[src/rtl/pfc_pkg.sv]
package pfc_pkg;
  typedef enum logic [1:0] {
    FC_OFF      = 2'b00,
    FC_ONCE     = 2'b01,
    FC_PERIODIC = 2'b10,
    FC_ZERO     = 2'b11
  } fc_cmd_e;
endpackage

[src/rtl/pfc_regs.sv]
module pfc_regs
  import pfc_pkg::*;
#(
  parameter int unsigned PTIME_W = 16
) (
  input  logic               clk,
  input  logic               rst_n,
  input  logic               full_duplex_i,
  input  logic               wr_i,
  input  logic               sel_i,
  input  logic [PTIME_W-1:0] wdata_i,
  input  logic               grant_acc_i,
  output fc_cmd_e            cmd_o,
  output logic [PTIME_W-1:0] ptime_o,
  output logic               dup_o
);
  fc_cmd_e            cmd_q, cmd_d;
  logic               cmd_en;
  logic [PTIME_W-1:0] ptime_q;
  logic               ptime_en;
  logic               dup_q;

  // next state: host write has priority over the self-clear
  always_comb begin
    cmd_d  = cmd_q;
    cmd_en = 1'b0;
    if (wr_i && !sel_i) begin
      cmd_d  = fc_cmd_e'(wdata_i[1:0]);
      cmd_en = 1'b1;
    end else if (grant_acc_i && dup_q && (cmd_q == FC_ONCE || cmd_q == FC_ZERO)) begin
      cmd_d  = FC_OFF;
      cmd_en = 1'b1;
    end
  end

  assign ptime_en = wr_i && sel_i;

  always_ff @(posedge clk or negedge rst_n) begin
    if (!rst_n) begin
      cmd_q   <= FC_OFF;
      ptime_q <= '0;
      dup_q   <= 1'b0;
    end else begin
      dup_q <= full_duplex_i;
      if (cmd_en)   cmd_q   <= cmd_d;
      if (ptime_en) ptime_q <= wdata_i;
    end
  end

  assign cmd_o   = cmd_q;
  assign ptime_o = ptime_q;
  assign dup_o   = dup_q;

  // a granted one-shot command returns to off unless the host writes
  a_r4_autoclear: assert property (@(posedge clk) disable iff (!rst_n)
    (grant_acc_i && !(wr_i && !sel_i) && (cmd_q == FC_ONCE || cmd_q == FC_ZERO))
      |=> (cmd_q == FC_OFF));

  // without a write and without a grant the command holds
  a_r8_cmd_hold: assert property (@(posedge clk) disable iff (!rst_n)
    (!wr_i && !grant_acc_i) |=> $stable(cmd_q));
endmodule

[src/rtl/pfc_refresh.sv]
module pfc_refresh #(
  parameter int unsigned PTIME_W       = 16,
  parameter int unsigned REFRESH_SHIFT = 1
) (
  input  logic               clk,
  input  logic               rst_n,
  input  logic               active_i,
  input  logic               start_i,
  input  logic               grant_acc_i,
  input  logic               tick_i,
  input  logic [PTIME_W-1:0] ptime_i,
  output logic               due_o
);
  logic [PTIME_W-1:0] cnt_q, cnt_d, reload;
  logic               due_q, due_d;

  always_comb begin
    reload = ptime_i >> REFRESH_SHIFT;
    if (reload == '0) reload = {{(PTIME_W-1){1'b0}}, 1'b1};
  end

  always_comb begin
    cnt_d = cnt_q;
    due_d = due_q;
    if (start_i) begin
      due_d = 1'b1;
      cnt_d = '0;
    end else if (!active_i) begin
      due_d = 1'b0;
      cnt_d = '0;
    end else if (grant_acc_i) begin
      due_d = 1'b0;
      cnt_d = reload;
    end else if (tick_i && cnt_q != '0) begin
      cnt_d = cnt_q - 1'b1;
      if (cnt_q == {{(PTIME_W-1){1'b0}}, 1'b1}) due_d = 1'b1;
    end
  end

  always_ff @(posedge clk or negedge rst_n) begin
    if (!rst_n) begin
      cnt_q <= '0;
      due_q <= 1'b0;
    end else begin
      cnt_q <= cnt_d;
      due_q <= due_d;
    end
  end

  assign due_o = due_q;

  // a due request stays due until granted while periodic mode lasts
  a_r6_due_hold: assert property (@(posedge clk) disable iff (!rst_n)
    (due_q && active_i && !grant_acc_i) |=> due_q);

  // a grant always arms a non-zero refresh count
  a_r6_reload_nonzero: assert property (@(posedge clk) disable iff (!rst_n)
    (grant_acc_i && active_i && !start_i) |=> (cnt_q != '0 && !due_q));
endmodule

[src/rtl/pause_req_ctrl.sv]
module pause_req_ctrl
  import pfc_pkg::*;
#(
  parameter int unsigned PTIME_W       = 16,
  parameter int unsigned REFRESH_SHIFT = 1,
  parameter int unsigned CTRL_W        = 8
) (
  input  logic               clk,
  input  logic               rst_n,
  input  logic               full_duplex_i,
  input  logic               quanta_tick_i,
  input  logic               reg_wr_i,
  input  logic               reg_sel_i,
  input  logic [PTIME_W-1:0] reg_wdata_i,
  output logic [CTRL_W-1:0]  ctrl_rdata_o,
  output logic [PTIME_W-1:0] ptime_rdata_o,
  output logic               tx_req_o,
  input  logic               tx_grant_i,
  output logic [PTIME_W-1:0] tx_ptime_o,
  output logic               backpressure_o
);
  localparam int unsigned PAD_W = CTRL_W - 3;

  fc_cmd_e            cmd;
  logic [PTIME_W-1:0] ptime;
  logic               dup;
  logic               due;
  logic               grant_acc;
  logic               periodic_act;
  logic               start_periodic;

  assign grant_acc      = tx_req_o && tx_grant_i;
  assign periodic_act   = dup && (cmd == FC_PERIODIC);
  assign start_periodic = reg_wr_i && !reg_sel_i && (reg_wdata_i[1:0] == 2'b10);

  pfc_regs #(.PTIME_W(PTIME_W)) i_regs (
    .clk           (clk),
    .rst_n         (rst_n),
    .full_duplex_i (full_duplex_i),
    .wr_i          (reg_wr_i),
    .sel_i         (reg_sel_i),
    .wdata_i       (reg_wdata_i),
    .grant_acc_i   (grant_acc),
    .cmd_o         (cmd),
    .ptime_o       (ptime),
    .dup_o         (dup)
  );

  pfc_refresh #(.PTIME_W(PTIME_W), .REFRESH_SHIFT(REFRESH_SHIFT)) i_refresh (
    .clk         (clk),
    .rst_n       (rst_n),
    .active_i    (periodic_act),
    .start_i     (start_periodic),
    .grant_acc_i (grant_acc),
    .tick_i      (quanta_tick_i),
    .ptime_i     (ptime),
    .due_o       (due)
  );

  // request and value selection
  always_comb begin
    tx_req_o       = 1'b0;
    tx_ptime_o     = ptime;
    backpressure_o = 1'b0;
    if (dup) begin
      unique case (cmd)
        FC_ONCE:     tx_req_o = 1'b1;
        FC_PERIODIC: tx_req_o = due;
        FC_ZERO: begin
          tx_req_o   = 1'b1;
          tx_ptime_o = '0;
        end
        default:     tx_req_o = 1'b0;
      endcase
    end else begin
      backpressure_o = cmd[0];
    end
  end

  assign ctrl_rdata_o  = {{PAD_W{1'b0}}, dup, cmd};
  assign ptime_rdata_o = ptime;

  // a request is held until granted (duplex and command unchanged)
  a_r4_req_hold: assert property (@(posedge clk) disable iff (!rst_n)
    (tx_req_o && !tx_grant_i && !reg_wr_i && full_duplex_i) |=> tx_req_o);

  // half duplex never requests a frame
  a_r7_no_req_half: assert property (@(posedge clk) disable iff (!rst_n)
    (!ctrl_rdata_o[2]) |-> !tx_req_o);

  // full duplex never asserts backpressure
  a_r7_no_bp_full: assert property (@(posedge clk) disable iff (!rst_n)
    ctrl_rdata_o[2] |-> !backpressure_o);

  // the final request carries a zero pause time
  a_r5_zero_value: assert property (@(posedge clk) disable iff (!rst_n)
    (tx_req_o && ctrl_rdata_o[1:0] == 2'b11) |-> (tx_ptime_o == '0));

  // the duplex copy follows the input one edge later
  a_r2_dup_copy: assert property (@(posedge clk) disable iff (!rst_n)
    rst_n |=> (ctrl_rdata_o[2] == $past(full_duplex_i)));
endmodule

[config.mk]
export PLATFORM = sky130hd
export DESIGN_NAME = pause_req_ctrl
export DESIGN_NICKNAME = d
export VERILOG_FILES = /design/src/rtl/pfc_pkg.sv /design/src/rtl/pfc_regs.sv /design/src/rtl/pfc_refresh.sv /design/src/rtl/pause_req_ctrl.sv
export SDC_FILE = /design/constraint.sdc
export NUM_CORES = 1
export LEC_CHECK = 0
export BUFFER_PORTS_ARGS = -buffer_cell sky130_fd_sc_hd__clkbuf_2
export CAP_MARGIN = 20
export CORE_MARGIN = 3
export CORE_UTILIZATION = 55
export DETAILED_ROUTE_END_ITERATION = 8
export PLACE_DENSITY = 0.85
export SLEW_MARGIN = 15
export SYNTH_ARGS = -nofsm -noshare
export SYNTH_HDL_FRONTEND = slang
export SYNTH_SLANG_ARGS = --single-unit
[constraint.sdc]
create_clock -name clk -period 5.55 [get_ports clk]
set_clock_uncertainty 0.05 [all_clocks]
set_input_delay 1.11 -clock clk [delete_from_list [all_inputs] [get_ports clk]]
set_output_delay 1.11 -clock clk [all_outputs]
set_load 0.05 [all_outputs]
==> flow_summary.toml <==
[power_and_ir_drop]
total_power_w = 0.000987
power_frac_seq_pct = 33.1
power.leakage_nw = 1.14
ir_drop_mv = 0.205
p_int_w = 0.000568
pwr-share-comb_pct = 44.0
switching_share_pct = 42.5
powerDensity_nw_per_um2 = 398
p_sw_w = 0.000419
p_clk_share_pct = 23.0

[detailed_routing]
routed_wl_um = 4730
via_per_inst = 5.71
dr.first_iter.drc_count = 88
vias = 1763
drcViolationCount = 0
ant_nets = 0
first_pass_iters = 4
wire_per_inst_um = 15.3

[timing]
fmax_mhz = 353
fin_crit_ns = 2.83
rsz0062_at_grt = "false"
slew_headroom_pct = 41.9
layout_setup_ws_ns = 2.72
worstMarginPinSlew_ns = 0.871
fin_tns_setup_ns = 0
post-route-period-util_pct = 51.1
slew_violations = 0
setup_viol_count_final = 0
finalHoldViolCount = 0

[clock_tree]
cts_hold_buf = 0
clk_pin_slew_worst_paths_ns = 0.07
clk_latency_ns = 0.29
postCtsSetupRepairBufs = 0
htreeDepth = 2
root_buffer = "clkbuf_8"
clkSinkCount = 36
cts_made_buffers = 5
cts_tree = "done"
max-clock-path-buffers = 2
cts.repair.resized = 0

[worst_setup_path]
ff2ff_setup_slack_ns = 2.82
slowest_stage = "dfrtp_1"
crit_buf_inv = 1
crit_path_end = "tx_ptime_o[5]"
startpoint_type = "flop"
r2r-start = "i_refresh.cnt_q[0]"
crit_chain = "nand3_1, and2_1, clkbuf_2"
critical_path.startpoint = "i_regs.cmd_o[0]"
r2r_cells = 7
endpoint_kind = "output port"
cpPeakStageDelay_ns = 0.43
crit_type = "flop to output port"
path_max_fanout = 16
worst_ep_arrival_time_ns = 1.67
critPathTopFamily = "simple AND/OR/NAND/NOR gates"
cp_num_cells = 3
worst_r2r_endpoint = "i_refresh.cnt_q[7]"
required_ns = 4.39

[yosys]
synth-edff-count = 0
ys_warn_count = 0
async_reset_ff_share_pct = 100
yosysUniqueCellTypes = 43
ys_ff_latch = 36
syn_area_per_cell_um2 = 10.1
ys_seq_area_share_pct = 43.3
synthFlopType = "dfrtp_1"
synthCells = 205
synthesis.area_um2 = 2080

[run]
maxCapViolCount = 0

[placement]
placed_cell_area_um2 = 2370
portBuffers = 59
dp_hpwl_um = 3440
place_ws_ns = 2.88
gp_congestion = 0.837

[finish]
design_area_um2 = 2480
area_growth_pct = 19.3
insertedDiodeCount = 0
layout-drive-gt1-share_pct = 37.3
fin_nets = 287

[floorplan]
die_area_um2 = 4550
die_w_um = 67.5
ioPinCount = 65
start_util_pct = 59.5
die_h_um = 67.5
coreArea_um2 = 3490
num_rows = 21

[hold_path]
whs_path_depth = 1
min_path_type = "flop to flop"

[global_routing]
grt_pass1_vias = 1682
grt_pass1_wl_um = 7870
antenna_found_initial = 0
grt_max_degree = 37
grt_overflow_total = 0
grt_usage_pct = 23.4

[outcome]
status = "completed"
## flip-flops by register name, summed over array words and instances, names as in the netlist
register	flops
i_refresh.cnt_q	16
i_regs.ptime_o	16
i_regs.cmd_o	2
i_refresh.due_o	1
i_regs.dup_o	1
## cells in the final DEF (no fill, tap or decap), drive strengths merged, types with 3 or more instances in the layout
cell | synthesis | layout
a22o | 4 | 4
nor4 | 8 | 8
o21ai | 7 | 7
a32o | 3 | 3
and2 | 16 | 16
mux2 | 16 | 16
inv | 3 | 3
nor2b | 3 | 3
or3 | 4 | 4
nor2 | 16 | 16
a211oi | 6 | 6
clkbuf | 7 | 65
dfrtp | 36 | 36
nand2 | 18 | 18
xnor2 | 10 | 10
conb | 1 | 5
a21oi | 5 | 5
or4 | 6 | 6
or2 | 4 | 4
nor3 | 9 | 9
## stage by stage
step	hold slack, ns	utilization (%)	instances
2_1_floorplan	0.460	-	209
3_3_place_gp	0.460	67.9	301
3_5_place_dp	0.473	67.9	301
4_1_cts	0.489	71.0	309
5_1_grt	0.509	71.0	309
6_report	0.494	71.0	309
## kinds of logic (layout without fill, tap and decap cells)
kind of cell	Yosys count	after routing	synth area share (%)
AOI/OAI and AO/OA	32	32	12.6
xor gates and xnor gates	10	10	4.21
adders and majority gates	2	2	1.20
buffers and inverters	17	71	4.51
DFF	36	36	43.3
muxes	16	16	8.66
other	1	5	0.180
and+or+nand+nor	91	91	25.3
## worst min path at each step
| stage | startpoint | slack (ns) | endpoint |
|---|---|---|---|
| final | i_regs.ptime_o[0] | 0.49 | i_regs.ptime_o[0] |
| after global routing | i_regs.ptime_o[0] | 0.51 | i_regs.ptime_o[0] |
| after CTS | i_regs.ptime_o[0] | 0.49 | i_regs.ptime_o[0] |
| after detailed placement | i_regs.ptime_o[0] | 0.47 | i_regs.ptime_o[0] |
| after global placement | i_regs.ptime_o[0] | 0.46 | i_regs.ptime_o[0] |
| after floorplan | i_refresh.cnt_q[10] | 0.46 | i_refresh.cnt_q[10] |
## cell type report
type / count / area [um2]
clock inverters: 2 / 35.0
fillers: 259 / 1010
repair buffers: 60 / 303
inverters: 3 / 11.3
multi-input cells: 156 / 1100
well taps: 46 / 57.6
flip-flops and latches: 36 / 901
clock buffers: 6 / 72.6
## Yosys cell counts, drive strengths merged (2+ instances only)
| library cell | number | area share, % |
|---|---|---|
| a211oi | 6 | 2.4 |
| a21oi | 5 | 1.4 |
| a22o | 4 | 1.7 |
| a32o | 3 | 1.4 |
| and2 | 16 | 4.8 |
| buf | 7 | 2.7 |
| clkbuf | 7 | 1.3 |
| dfrtp | 36 | 43 |
| ha | 2 | 1.2 |
| inv | 3 | 0.54 |
| mux2 | 16 | 8.7 |
| nand2 | 18 | 3.2 |
| nand3 | 2 | 0.48 |
| nand4 | 2 | 0.60 |
| nor2 | 16 | 2.9 |
| nor2b | 3 | 0.90 |
| nor3 | 9 | 2.4 |
| nor4 | 8 | 3.0 |
| o21ai | 7 | 1.7 |
| o31ai | 2 | 0.72 |
| or2 | 4 | 1.3 |
| or3 | 4 | 1.4 |
| or4 | 6 | 2.5 |
| xnor2 | 10 | 4.2 |
## worst reg2reg max path, cell delays in order, from the launching register on
cell and delay [ns]:
dfrtp_1 0.41, inv_1 0.10, ha_1 0.19, or3b_2 0.53
o41ai_4 0.80, nor2_1 0.15, xnor2_1 0.17, a211oi_1 0.22
## power by group through the flow
| stage | registers [W] | clock network (W) | logic, W |
|---|---|---|---|
| floorplan | 0.000387 | 0 | 0.000289 |
| global placement | 0.000329 | 0 | 0.000425 |
| detailed placement | 0.000330 | 0 | 0.000431 |
| CTS | 0.000325 | 0.000230 | 0.000434 |
| global route | 0.000331 | 0.000242 | 0.000463 |
| finish | 0.000326 | 0.000227 | 0.000434 |
## metal layers
| layer | up-vias | GRT usage, % | routed length, um |
|---|---|---|---|
| met2 | 69 | 36.2 | 2270 |
| met3 | 8 | 6.16 | 371 |
| met4 | 0 | 7.09 | 63 |
| met5 | - | 0 | 0 |
| li1 | 848 | - | - |
| met1 | 838 | 32.0 | 2030 |
Power figures use the tool's default switching activity.
